==> config.mk <==
export PLATFORM = sky130hd
export DESIGN_NAME = pci_indirect_port
export DESIGN_NICKNAME = d
export VERILOG_FILES = /design/src/rtl/pcib_pkg.sv /design/src/rtl/pcib_decode.sv /design/src/rtl/pcib_ptr_reg.sv /design/src/rtl/pcib_ctrl.sv /design/src/rtl/pci_indirect_port.sv
export SDC_FILE = /design/constraint.sdc
export NUM_CORES = 1
export LEC_CHECK = 0
export BUFFER_PORTS_ARGS = -buffer_cell sky130_fd_sc_hd__buf_4
export CAP_MARGIN = 20
export CORE_MARGIN = 8
export CORE_UTILIZATION = 45
export DETAILED_ROUTE_END_ITERATION = 16
export PLACE_DENSITY_LB_ADDON = 0.1
export SLEW_MARGIN = 30
export SYNTH_ARGS = -nofsm -noshare
export SYNTH_HDL_FRONTEND = slang
export SYNTH_SLANG_ARGS = --single-unit
==> constraint.sdc <==
create_clock -name clk_i -period 1.65 [get_ports clk_i]
set_clock_uncertainty 0.1 [all_clocks]
set_input_delay 0.0825 -clock clk_i [delete_from_list [all_inputs] [get_ports clk_i]]
set_output_delay 0.0825 -clock clk_i [all_outputs]
set_load 0.02 [all_outputs]
==> src/rtl/pcib_pkg.sv <==
package pcib_pkg;
  localparam logic [1:0] SZ_1   = 2'd0;
  localparam logic [1:0] SZ_2   = 2'd1;
  localparam logic [1:0] SZ_4   = 2'd2;
  localparam logic [1:0] SZ_BAD = 2'd3;

  typedef enum logic [1:0] {TGT_NONE, TGT_PTR, TGT_CFG, TGT_IO} tgt_e;
  typedef enum logic [1:0] {S_IDLE, S_WAIT, S_RESP} state_e;

  function automatic logic [31:0] size_mask(input logic [1:0] sz);
    case (sz)
      SZ_1:    size_mask = 32'h0000_00ff;
      SZ_2:    size_mask = 32'h0000_ffff;
      default: size_mask = 32'hffff_ffff;
    endcase
  endfunction

  // reverse bytes inside the access size, result right-justified
  function automatic logic [31:0] swap_sz(input logic [31:0] d, input logic [1:0] sz);
    logic [31:0] r;
    r = '0;
    case (sz)
      SZ_1:    r[7:0] = d[7:0];
      SZ_2:    r[15:0] = {d[7:0], d[15:8]};
      default: for (int i = 0; i < 4; i++) r[8*i +: 8] = d[8*(3-i) +: 8];
    endcase
    return r;
  endfunction
endpackage

==> src/rtl/pcib_decode.sv <==
module pcib_decode
  import pcib_pkg::*;
#(
  parameter int OFF_W   = 4,
  parameter int PTR_OFF = 0,
  parameter int CFG_OFF = 4,
  parameter int IO_OFF  = 8
) (
  input  logic [OFF_W-1:0] off_i,
  input  logic [1:0]       size_i,
  output tgt_e             tgt_o,
  output logic [1:0]       k_o
);
  logic [OFF_W-1:0] base;
  logic [2:0]       nbytes;
  logic             cfg_ok, io_ok, ptr_ok;

  assign base = {off_i[OFF_W-1:2], 2'b00};
  assign k_o  = off_i[1:0];

  always_comb begin
    case (size_i)
      SZ_1:    nbytes = 3'd1;
      SZ_2:    nbytes = 3'd2;
      default: nbytes = 3'd4;
    endcase
  end

  assign ptr_ok = (size_i == SZ_4) && (k_o == 2'd0);
  assign cfg_ok = (size_i != SZ_BAD) && (({1'b0, k_o} + nbytes) <= 3'd4);

  always_comb begin
    case (size_i)
      SZ_1:    io_ok = 1'b1;
      SZ_2:    io_ok = (k_o[0] == 1'b0);
      SZ_4:    io_ok = (k_o == 2'd0);
      default: io_ok = 1'b0;
    endcase
  end

  always_comb begin
    tgt_o = TGT_NONE;
    if (base == OFF_W'(PTR_OFF) && ptr_ok)      tgt_o = TGT_PTR;
    else if (base == OFF_W'(CFG_OFF) && cfg_ok) tgt_o = TGT_CFG;
    else if (base == OFF_W'(IO_OFF) && io_ok)   tgt_o = TGT_IO;
  end
endmodule

==> src/rtl/pcib_ptr_reg.sv <==
module pcib_ptr_reg (
  input  logic        clk_i,
  input  logic        rst_ni,
  input  logic        we_i,
  input  logic [31:0] wdata_i,
  output logic [31:0] raw_o,
  output logic [31:0] work_o
);
  logic [31:0] raw_q;

  always_ff @(posedge clk_i or negedge rst_ni) begin
    if (!rst_ni)   raw_q <= '0;
    else if (we_i) raw_q <= wdata_i;
  end

  assign raw_o  = raw_q;
  assign work_o = {raw_q[31:2], 2'b00};
endmodule

==> src/rtl/pcib_ctrl.sv <==
module pcib_ctrl
  import pcib_pkg::*;
#(
  parameter int IO_AW = 16
) (
  input  logic        clk_i,
  input  logic        rst_ni,
  input  logic        cpu_req_i,
  input  logic        cpu_we_i,
  input  logic [1:0]  cpu_size_i,
  input  logic [31:0] cpu_wdata_i,
  input  tgt_e        tgt_i,
  input  logic [1:0]  k_i,
  input  logic [31:0] raw_i,
  input  logic [31:0] work_i,
  output logic        ptr_we_o,
  output logic        cpu_ack_o,
  output logic        cpu_err_o,
  output logic [31:0] cpu_rdata_o,
  output logic        ds_req_o,
  output logic        ds_io_o,
  output logic        ds_we_o,
  output logic [31:0] ds_addr_o,
  output logic [1:0]  ds_size_o,
  output logic [31:0] ds_wdata_o,
  input  logic        ds_ack_i,
  input  logic        ds_err_i,
  input  logic [31:0] ds_rdata_i
);
  state_e      state_q;
  logic        req_q, io_q, we_q, err_q;
  logic [1:0]  size_q;
  logic [31:0] addr_q, wdata_q, rdata_q;
  logic        accept;
  logic [IO_AW-1:0] io_addr;
  logic [31:0] rd_fmt;

  assign accept   = (state_q == S_IDLE) && cpu_req_i;
  assign ptr_we_o = accept && (tgt_i == TGT_PTR) && cpu_we_i;
  assign io_addr  = work_i[IO_AW-1:0] + IO_AW'(k_i);
  assign rd_fmt   = io_q ? swap_sz(ds_rdata_i, size_q) : (ds_rdata_i & size_mask(size_q));

  always_ff @(posedge clk_i or negedge rst_ni) begin
    if (!rst_ni) begin
      state_q <= S_IDLE;
      req_q   <= 1'b0;
      io_q    <= 1'b0;
      we_q    <= 1'b0;
      err_q   <= 1'b0;
      size_q  <= SZ_1;
      addr_q  <= '0;
      wdata_q <= '0;
      rdata_q <= '0;
    end else begin
      case (state_q)
        S_IDLE: if (cpu_req_i) begin
          case (tgt_i)
            TGT_PTR: begin
              err_q   <= 1'b0;
              rdata_q <= cpu_we_i ? '0 : raw_i;
              state_q <= S_RESP;
            end
            TGT_CFG, TGT_IO: begin
              req_q   <= 1'b1;
              io_q    <= (tgt_i == TGT_IO);
              we_q    <= cpu_we_i;
              size_q  <= cpu_size_i;
              addr_q  <= (tgt_i == TGT_IO) ? {{(32-IO_AW){1'b0}}, io_addr}
                                           : {work_i[31:2], k_i};
              wdata_q <= (tgt_i == TGT_IO) ? swap_sz(cpu_wdata_i, cpu_size_i)
                                           : (cpu_wdata_i & size_mask(cpu_size_i));
              state_q <= S_WAIT;
            end
            default: begin
              err_q   <= 1'b1;
              rdata_q <= '0;
              state_q <= S_RESP;
            end
          endcase
        end
        S_WAIT: if (ds_ack_i) begin
          req_q   <= 1'b0;
          err_q   <= ds_err_i;
          rdata_q <= (ds_err_i || we_q) ? '0 : rd_fmt;
          state_q <= S_RESP;
        end
        default: state_q <= S_IDLE;
      endcase
    end
  end

  assign cpu_ack_o   = (state_q == S_RESP);
  assign cpu_err_o   = err_q;
  assign cpu_rdata_o = rdata_q;
  assign ds_req_o    = req_q;
  assign ds_io_o     = io_q;
  assign ds_we_o     = we_q;
  assign ds_addr_o   = addr_q;
  assign ds_size_o   = size_q;
  assign ds_wdata_o  = wdata_q;

  p_req_held_r9: assert property (@(posedge clk_i) disable iff (!rst_ni)
    ds_req_o && !ds_ack_i |=> ds_req_o && $stable(ds_addr_o) && $stable(ds_wdata_o) && $stable(ds_size_o));
  p_no_early_ack_r9: assert property (@(posedge clk_i) disable iff (!rst_ni)
    ds_req_o |-> !cpu_ack_o);
  p_ack_pulse_r9: assert property (@(posedge clk_i) disable iff (!rst_ni)
    cpu_ack_o |=> !cpu_ack_o);
  p_reject_quiet_r8: assert property (@(posedge clk_i) disable iff (!rst_ni)
    accept && tgt_i == TGT_NONE |=> !ds_req_o && cpu_ack_o && cpu_err_o);
  p_err_reads_zero_r7: assert property (@(posedge clk_i) disable iff (!rst_ni)
    cpu_ack_o && cpu_err_o |-> cpu_rdata_o == 32'h0);
  p_ds_err_passed_r7: assert property (@(posedge clk_i) disable iff (!rst_ni)
    ds_req_o && ds_ack_i && ds_err_i |=> cpu_ack_o && cpu_err_o);
  p_io_addr_hi_r3: assert property (@(posedge clk_i) disable iff (!rst_ni)
    ds_req_o && ds_io_o |-> ds_addr_o[31:IO_AW] == '0);
  p_io_word_align_r4: assert property (@(posedge clk_i) disable iff (!rst_ni)
    ds_req_o && ds_io_o && ds_size_o == SZ_4 |-> ds_addr_o[1:0] == 2'd0);
  p_cfg_base_r2: assert property (@(posedge clk_i) disable iff (!rst_ni)
    ds_req_o && !ds_io_o |-> ds_addr_o[31:2] == work_i[31:2]);
endmodule

==> src/rtl/pci_indirect_port.sv <==
module pci_indirect_port
  import pcib_pkg::*;
#(
  parameter int OFF_W   = 4,
  parameter int PTR_OFF = 0,
  parameter int CFG_OFF = 4,
  parameter int IO_OFF  = 8,
  parameter int IO_AW   = 16
) (
  input  logic             clk_i,
  input  logic             rst_ni,
  input  logic             cpu_req_i,
  input  logic             cpu_we_i,
  input  logic [OFF_W-1:0] cpu_off_i,
  input  logic [1:0]       cpu_size_i,
  input  logic [31:0]      cpu_wdata_i,
  output logic             cpu_ack_o,
  output logic             cpu_err_o,
  output logic [31:0]      cpu_rdata_o,
  output logic             ds_req_o,
  output logic             ds_io_o,
  output logic             ds_we_o,
  output logic [31:0]      ds_addr_o,
  output logic [1:0]       ds_size_o,
  output logic [31:0]      ds_wdata_o,
  input  logic             ds_ack_i,
  input  logic             ds_err_i,
  input  logic [31:0]      ds_rdata_i
);
  tgt_e        tgt;
  logic [1:0]  k;
  logic        ptr_we;
  logic [31:0] ptr_raw, ptr_work;

  pcib_decode #(
    .OFF_W(OFF_W), .PTR_OFF(PTR_OFF), .CFG_OFF(CFG_OFF), .IO_OFF(IO_OFF)
  ) u_dec (
    .off_i(cpu_off_i), .size_i(cpu_size_i), .tgt_o(tgt), .k_o(k)
  );

  pcib_ptr_reg u_ptr (
    .clk_i(clk_i), .rst_ni(rst_ni), .we_i(ptr_we), .wdata_i(cpu_wdata_i),
    .raw_o(ptr_raw), .work_o(ptr_work)
  );

  pcib_ctrl #(.IO_AW(IO_AW)) u_ctrl (
    .clk_i(clk_i), .rst_ni(rst_ni),
    .cpu_req_i(cpu_req_i), .cpu_we_i(cpu_we_i), .cpu_size_i(cpu_size_i),
    .cpu_wdata_i(cpu_wdata_i), .tgt_i(tgt), .k_i(k),
    .raw_i(ptr_raw), .work_i(ptr_work), .ptr_we_o(ptr_we),
    .cpu_ack_o(cpu_ack_o), .cpu_err_o(cpu_err_o), .cpu_rdata_o(cpu_rdata_o),
    .ds_req_o(ds_req_o), .ds_io_o(ds_io_o), .ds_we_o(ds_we_o),
    .ds_addr_o(ds_addr_o), .ds_size_o(ds_size_o), .ds_wdata_o(ds_wdata_o),
    .ds_ack_i(ds_ack_i), .ds_err_i(ds_err_i), .ds_rdata_i(ds_rdata_i)
  );

  // pointer only changes on an accepted 4-byte write
  p_ptr_write_r1: assert property (@(posedge clk_i) disable iff (!rst_ni)
    !(cpu_req_i && cpu_we_i && cpu_size_i == SZ_4 && cpu_off_i == OFF_W'(PTR_OFF)) |=> $stable(ptr_raw));
endmodule

==> results.json, run 1 <==
{
  "outcome": "finished with violations",
  "violations": "negative setup slack",
  "crit_fanout": 34,
  "ys_warn_count": 0,
  "r2r_start": "u_ctrl.state_q[0]$_DFFE_PN0P_",
  "avgViaCountPerCell": 5.50,
  "drv_slew": 0,
  "antennaDiodeCount": 0,
  "critPathCapture": "u_ctrl.cpu_rdata_o[0]$_DFFE_PN0P_",
  "max_clock_freq_mhz": 512,
  "netlist-cell-type-count": 41,
  "seq_area_frac_synth_pct": 46.8,
  "hold_class": "primary input to register",
  "placedInstanceArea_um2": 9150,
  "end_kind": "register",
  "cts_tree": "yes",
  "htree_levels": 4,
  "netlist_area_um2": 7270,
  "die_x_um": 143,
  "netlist_instances": 597,
  "drt_iter0_markers": 510,
  "antenna_found_initial": 0,
  "fin_area_um2": 10800,
  "r2r_cells": 4,
  "period_share_pct": 118,
  "preCtsSetupSlack_ns": -0.788,
  "max_stage_delay_ns": 0.41,
  "clock_latency_ns": 0.42,
  "rsz0062_at_grt": "yes",
  "cts-root-buf": "clkbuf_16",
  "layout_commonest_cell": "buf_4",
  "num_rows": 46,
  "drc": 0,
  "area.growth.synth_to_final_pct": 48.4,
  "dr.pass1.iters": 6,
  "rr_endpoint": "u_ctrl.cpu_rdata_o[0]$_DFFE_PN0P_",
  "grt_pass1_wl_um": 36700,
  "hold_viol": 0,
  "start_kind": "primary input",
  "grt.total_usage_pct": 23.8,
  "synth_area_per_cell_um2": 12.2,
  "maxCapViolations": 0,
  "io_pins": 179,
  "peakVddDrop_uv": 932,
  "period_minus_slack_ns": 1.95,
  "die_y_um": 143,
  "timing.final.ws_setup_ns": -0.304,
  "synth_area_leaders": "dfrtp_1, mux2_4, mux2i_1",
  "drt-total-wl_um": 25100,
  "wl_per_cell_um": 22.9,
  "clkSlewWorstSetupHoldPaths_ns": 0.06,
  "worst_pin_slew_ns": 0.434,
  "vias": 6019,
  "startpoint": "cpu_size_i[0]",
  "coreArea_um2": 15800,
  "crit_type": "primary input to register",
  "synth_top_area_cell": "dfrtp_1",
  "relSlewSlack_pct": 71.1,
  "layout_common_cells": "buf_4, dfrtp_1, mux2_4, mux2i_1, nand2_1",
  "reg2reg_slack_ns": -0.20,
  "synth_top_area_share_pct": 46.8,
  "grt-ovfl-total": 0,
  "cp_slowest_cell": "fa_1",
  "required_ns": 1.85,
  "path_cells": "buf_8 > nor2_4 > ha_4 > inv_2 > fa_1 > xor2_2 > buf_4 > nor2_1 > o221ai_4 > buf_12 > mux2_1",
  "grt_pass1_vias": 6355,
  "powerDensity_nw_per_um2": 1180,
  "layout-drive-gt1-share_pct": 46.5,
  "place.gp.congestion": 0.874,
  "synth_nets": 675,
  "arrival_ns": 2.16,
  "die_area_um2": 20500,
  "clockBufferDepth": 2,
  "dp_hpwl_um": 17200,
  "fillers": 1162,
  "cts_sinks": 136,
  "start_util_pct": 45.9,
  "power_leakage_nw": 5.23,
  "num-nets-final": 944,
  "ys_ff_latch": 136,
  "finalSetupViolCount": 135,
  "port_buffers": 178,
  "grt_max_degree": 44,
  "cts_buffers": 17,
  "antenna_left": 0
}
-- worst min-delay path by stage --
stage / from / end / slack, ns / depth (start not counted)
after floorplan: rst_ni / u_ctrl.cpu_err_o$_DFFE_PN0P_ / -0.31 / 0
after global placement: rst_ni / u_ctrl.ds_addr_o[28]$_DFFE_PN0P_ / -0.08 / 1
after detailed placement: rst_ni / u_ctrl.ds_addr_o[29]$_DFFE_PN0P_ / -0.07 / 1
after CTS: ds_rdata_i[9] / u_ctrl.cpu_rdata_o[17]$_DFFE_PN0P_ / 0.004 / 4
after global routing: ds_rdata_i[9] / u_ctrl.cpu_rdata_o[17]$_DFFE_PN0P_ / 0.02 / 4
final: ds_err_i / u_ctrl.cpu_err_o$_DFFE_PN0P_ / 0.01 / 4
-- per-layer routing --
layer	track usage (%)	vias to the layer above	part of all wire (%)
met2	39.4	248	49
met3	5.71	48	6.7
met5	0	-	0
li1	-	2679	-
met1	29.7	3044	42
met4	8.67	0	2.8
-- registers in the layout (all words and copies together) (netlist names) --
name and flops:
u_ctrl.cpu_err_o 1, u_ctrl.cpu_rdata_o 32, u_ctrl.ds_addr_o 32, u_ctrl.ds_io_o 1
u_ctrl.ds_req_o 1, u_ctrl.ds_size_o 2, u_ctrl.ds_wdata_o 32, u_ctrl.ds_we_o 1
u_ctrl.state_q 2, u_ptr.raw_o 32
-- worst max-delay path: cells and delay by family --
| kind | cells | cell delay [ns] |
|---|---|---|
| adders and majority gates | 2 | 0.55 |
| buffers and inverters | 4 | 0.57 |
| AOI/OAI and AO/OA | 1 | 0.17 |
| and+or+nand+nor | 2 | 0.18 |
| muxes | 1 | 0.36 |
| xor gates and xnor gates | 1 | 0.23 |
-- power breakdown --
part           switching [mW]  internal, mW
clock network            1.52          2.52
logic                    2.18          2.07
registers               0.477          3.92
-- synthesized netlist by cell type (all sizes together) --
library cell	number
or2	8
nand2	54
o21bai	1
mux2	100
fa	1
and4b	1
a21oi	25
o2111ai	1
dfrtp	136
a2bb2oi	1
nand3b	16
nor2b	4
nor3b	3
o2bb2ai	32
clkbuf	17
xor2	1
o31ai	1
nand3	1
o21ai	1
nor4b	3
and2	1
o221ai	33
buf	23
nor2	6
o21a	1
nand4b	1
inv	47
ha	1
a21boi	1
nand2b	9
mux2i	65
nor3	1
o31a	1
-- cell families after synthesis --
group / count (synthesis) / share of synthesized area [%]
flip-flops: 136 / 46.8
XOR/XNOR: 1 / 0.121
adder cells (fa/ha/maj): 2 / 0.448
multiplexers: 165 / 27.8
buffers and inverters: 87 / 5.70
AND/OR/NAND/NOR: 108 / 8.26
AO/OA/AOI/OAI: 98 / 10.9
-- per-stage QoR --
| step | instances | TNS (ns) | total power, mW | hold WS, ns | util [%] |
|---|---|---|---|---|---|
| 6_report | 1095 | -27.81 | 12.7 | 0.0102 | 68.1 |
| 5_1_grt | 1095 | -33.00 | 13.2 | 0.0164 | 68.1 |
| 4_1_cts | 1082 | -28.78 | 12.6 | 0.00414 | 66.3 |
| 3_5_place_dp | 998 | -83.05 | 8.40 | -0.0701 | 57.8 |
| 3_3_place_gp | 998 | -74.60 | 8.32 | -0.0774 | 57.8 |
| 2_1_floorplan | 597 | -52.29 | 6.55 | -0.313 | - |
-- final cells by class --
cell class / count / area (um2) / share of cell area, %
Inverter: 47 / 176 / 1.64
Clock inverter: 12 / 163 / 1.51
Sequential cell: 136 / 3410 / 31.6
Tap cell: 216 / 270 / 2.51
Clock buffer: 20 / 467 / 4.33
Multi-Input combinational cell: 374 / 3670 / 34.0
Timing Repair Buffer: 290 / 2630 / 24.4
-- timing repair --
item | CTS | global route
gates cloned | 5 | 3
hold endpoints to repair | 191 | 0
hold buffers | 42 | 0
pin swaps | 2 | 6
resized for setup | 19 | 47
setup buffers | 5 | 12
setup endpoints to repair | 135 | 136
Note: power is estimated with default switching activity, not from simulation.
==> run 2, diff against run 1 <==
==> constraint.sdc (replaced) <==
create_clock -name clk_i -period 2.2 [get_ports clk_i]
set_clock_uncertainty 0.1 [all_clocks]
set_input_delay 0.11 -clock clk_i [delete_from_list [all_inputs] [get_ports clk_i]]
set_output_delay 0.11 -clock clk_i [all_outputs]
set_load 0.02 [all_outputs]
==> run 2 against run 1 <==
  * The run now ends clean
  * Sequential share of layout area increased by 2.5 points
  * Wire length shrank 9.2%
  * Critical path depth fell by 3
  * Combinational power fell by 32%
  * Global-route usage shrank 1.1 points
  * Total power is 28% lower
  * Via count decreased by 6.0%
  * Non-clock buffer count decreased by 44
  * Sequential cell count unchanged
==> results.json, run 2 (synthesized netlist as in run 1, its figures left out) <==
{
  "cts_sinks": 136,
  "cts_tree": "yes",
  "fin_area_um2": 9980,
  "reg2reg_slack_ns": 0.21,
  "r2r_start": "u_ctrl.state_q[1]$_DFFE_PN0P_",
  "placedInstanceArea_um2": 9030,
  "layout_common_cells": "buf_4, dfrtp_1, mux2i_1, mux2_4, nand2_1",
  "drt_iter0_markers": 410,
  "clkSlewWorstSetupHoldPaths_ns": 0.06,
  "drc": 0,
  "powerDensity_nw_per_um2": 913,
  "rr_endpoint": "u_ctrl.ds_wdata_o[1]$_DFFE_PN0P_",
  "grt.total_usage_pct": 22.8,
  "dp_hpwl_um": 16900,
  "end_kind": "register",
  "cts-root-buf": "clkbuf_16",
  "r2r_cells": 5,
  "start_util_pct": 45.9,
  "finalSetupViolCount": 0,
  "coreArea_um2": 15800,
  "preCtsSetupSlack_ns": -0.242,
  "crit_type": "primary input to register",
  "port_buffers": 178,
  "max_clock_freq_mhz": 480,
  "drv_slew": 0,
  "die_area_um2": 20500,
  "maxCapViolations": 0,
  "avgViaCountPerCell": 5.39,
  "rsz0062_at_grt": "no",
  "min_to": "u_ctrl.cpu_rdata_o[21]$_DFFE_PN0P_",
  "period_minus_slack_ns": 2.08,
  "power_leakage_nw": 4.79,
  "relSlewSlack_pct": 45.6,
  "dr.pass1.iters": 4,
  "num_rows": 46,
  "period_share_pct": 94.7,
  "die_y_um": 143,
  "outcome": "finished clean",
  "crit_fanout": 32,
  "arrival_ns": 2.29,
  "grt_pass1_wl_um": 35300,
  "htree_levels": 4,
  "startpoint": "cpu_off_i[1]",
  "antenna_found_initial": 0,
  "io_pins": 179,
  "peakVddDrop_uv": 658,
  "grt-ovfl-total": 0,
  "start_kind": "primary input",
  "die_x_um": 143,
  "vias": 5660,
  "antennaDiodeCount": 0,
  "clock_latency_ns": 0.42,
  "grt_max_degree": 63,
  "layout-drive-gt1-share_pct": 39.4,
  "hold_depth": 4,
  "wl_per_cell_um": 21.6,
  "clockBufferDepth": 2,
  "area.growth.synth_to_final_pct": 37.4,
  "num-nets-final": 900,
  "hold_class": "primary input to register",
  "place.gp.congestion": 0.883,
  "required_ns": 2.40,
  "grt_pass1_vias": 6105,
  "hold_viol": 0,
  "worst_pin_slew_ns": 0.816,
  "hold_start": "ds_rdata_i[21]",
  "drt-total-wl_um": 22800,
  "timing.final.ws_setup_ns": 0.116,
  "layout_commonest_cell": "buf_4",
  "fillers": 1286,
  "antenna_left": 0,
  "cts_buffers": 17
}
[run 2: cell count changes in the layout (fill, tap and decap cells not counted), sizes merged]
cell / previous run / this run
bufinv: 3 / 2
inv: 50 / 51
clkinvlp: 2 / 3
clkbuf: 23 / 20
dlygate4sd3: 42 / 36
clkinv: 4 / 3
buf: 245 / 210
[run 2: cell type report]
class                   count  area [um2]  share of cell area, %
multi-input cells         374        3490                   35.0
flip-flops and latches    136        3400                   34.1
repair buffers            246        2050                   20.6
clock buffers              20         447                   4.47
well taps                 216         270                   2.71
inverters                  47         176                   1.77
clock inverters            12         140                   1.40
[run 2: where the power goes]
part	switching, mW	internal, mW
sequential	0.413	2.94
clock	1.15	1.71
combinational	1.51	1.39
[run 2: layer usage]
| layer | global-route usage (%) | up-vias | routed length, um |
|---|---|---|---|
| met3 | 4.67 | 35 | 1320 |
| li1 | - | 2592 | - |
| met2 | 37.7 | 222 | 11200 |
| met5 | 0 | - | 0 |
| met1 | 28.9 | 2811 | 9780 |
| met4 | 8.17 | 0 | 410 |
[run 2: worst max-delay path by stage]
stage          depth (start not counted)  slack [ns]                           endpoint
2_1_floorplan                         11       -0.02    u_ctrl.ds_addr_o[0]$_DFFE_PN0P_
3_3_place_gp                          10       -0.15  u_ctrl.ds_wdata_o[28]$_DFFE_PN0P_
3_5_place_dp                          11       -0.24   u_ctrl.ds_addr_o[16]$_DFFE_PN0P_
4_1_cts                                8        0.13  u_ctrl.cpu_rdata_o[3]$_DFFE_PN0P_
5_1_grt                                9        0.03   u_ctrl.ds_wdata_o[1]$_DFFE_PN0P_
6_report                               8        0.12  u_ctrl.cpu_rdata_o[3]$_DFFE_PN0P_
[run 2: what timing repair did]
action / 4_1_cts / 5_1_grt
setup endpoints to repair: 4 / 0
hold endpoints to repair: 88 / 0
gates resized for setup: 1 / 0
hold buffers: 36 / 0
setup buffers: 0 / 0
[run 2: worst max-delay path, cell delays in order]
cell,delay [ns]
buf_4,0.11
dlygate4sd3_1,0.54
buf_4,0.16
nor3_2,0.29
o31ai_4,0.15
o221ai_4,0.26
buf_12,0.29
mux2_1,0.36
[run 2: through the flow]
stage | setup TNS, ns | cells | hold WS (ns) | util, % | power (mW)
floorplan | -0.784 | 597 | -0.286 | - | 4.91
global placement | -9.79 | 983 | -0.0114 | 57.1 | 6.18
detailed placement | -16.49 | 983 | -0.00801 | 57.1 | 6.23
CTS | 0 | 1051 | 0.00992 | 63.1 | 9.16
global route | 0 | 1051 | 0.0274 | 63.1 | 9.50
finish | 0 | 1051 | 0.0228 | 63.1 | 9.11
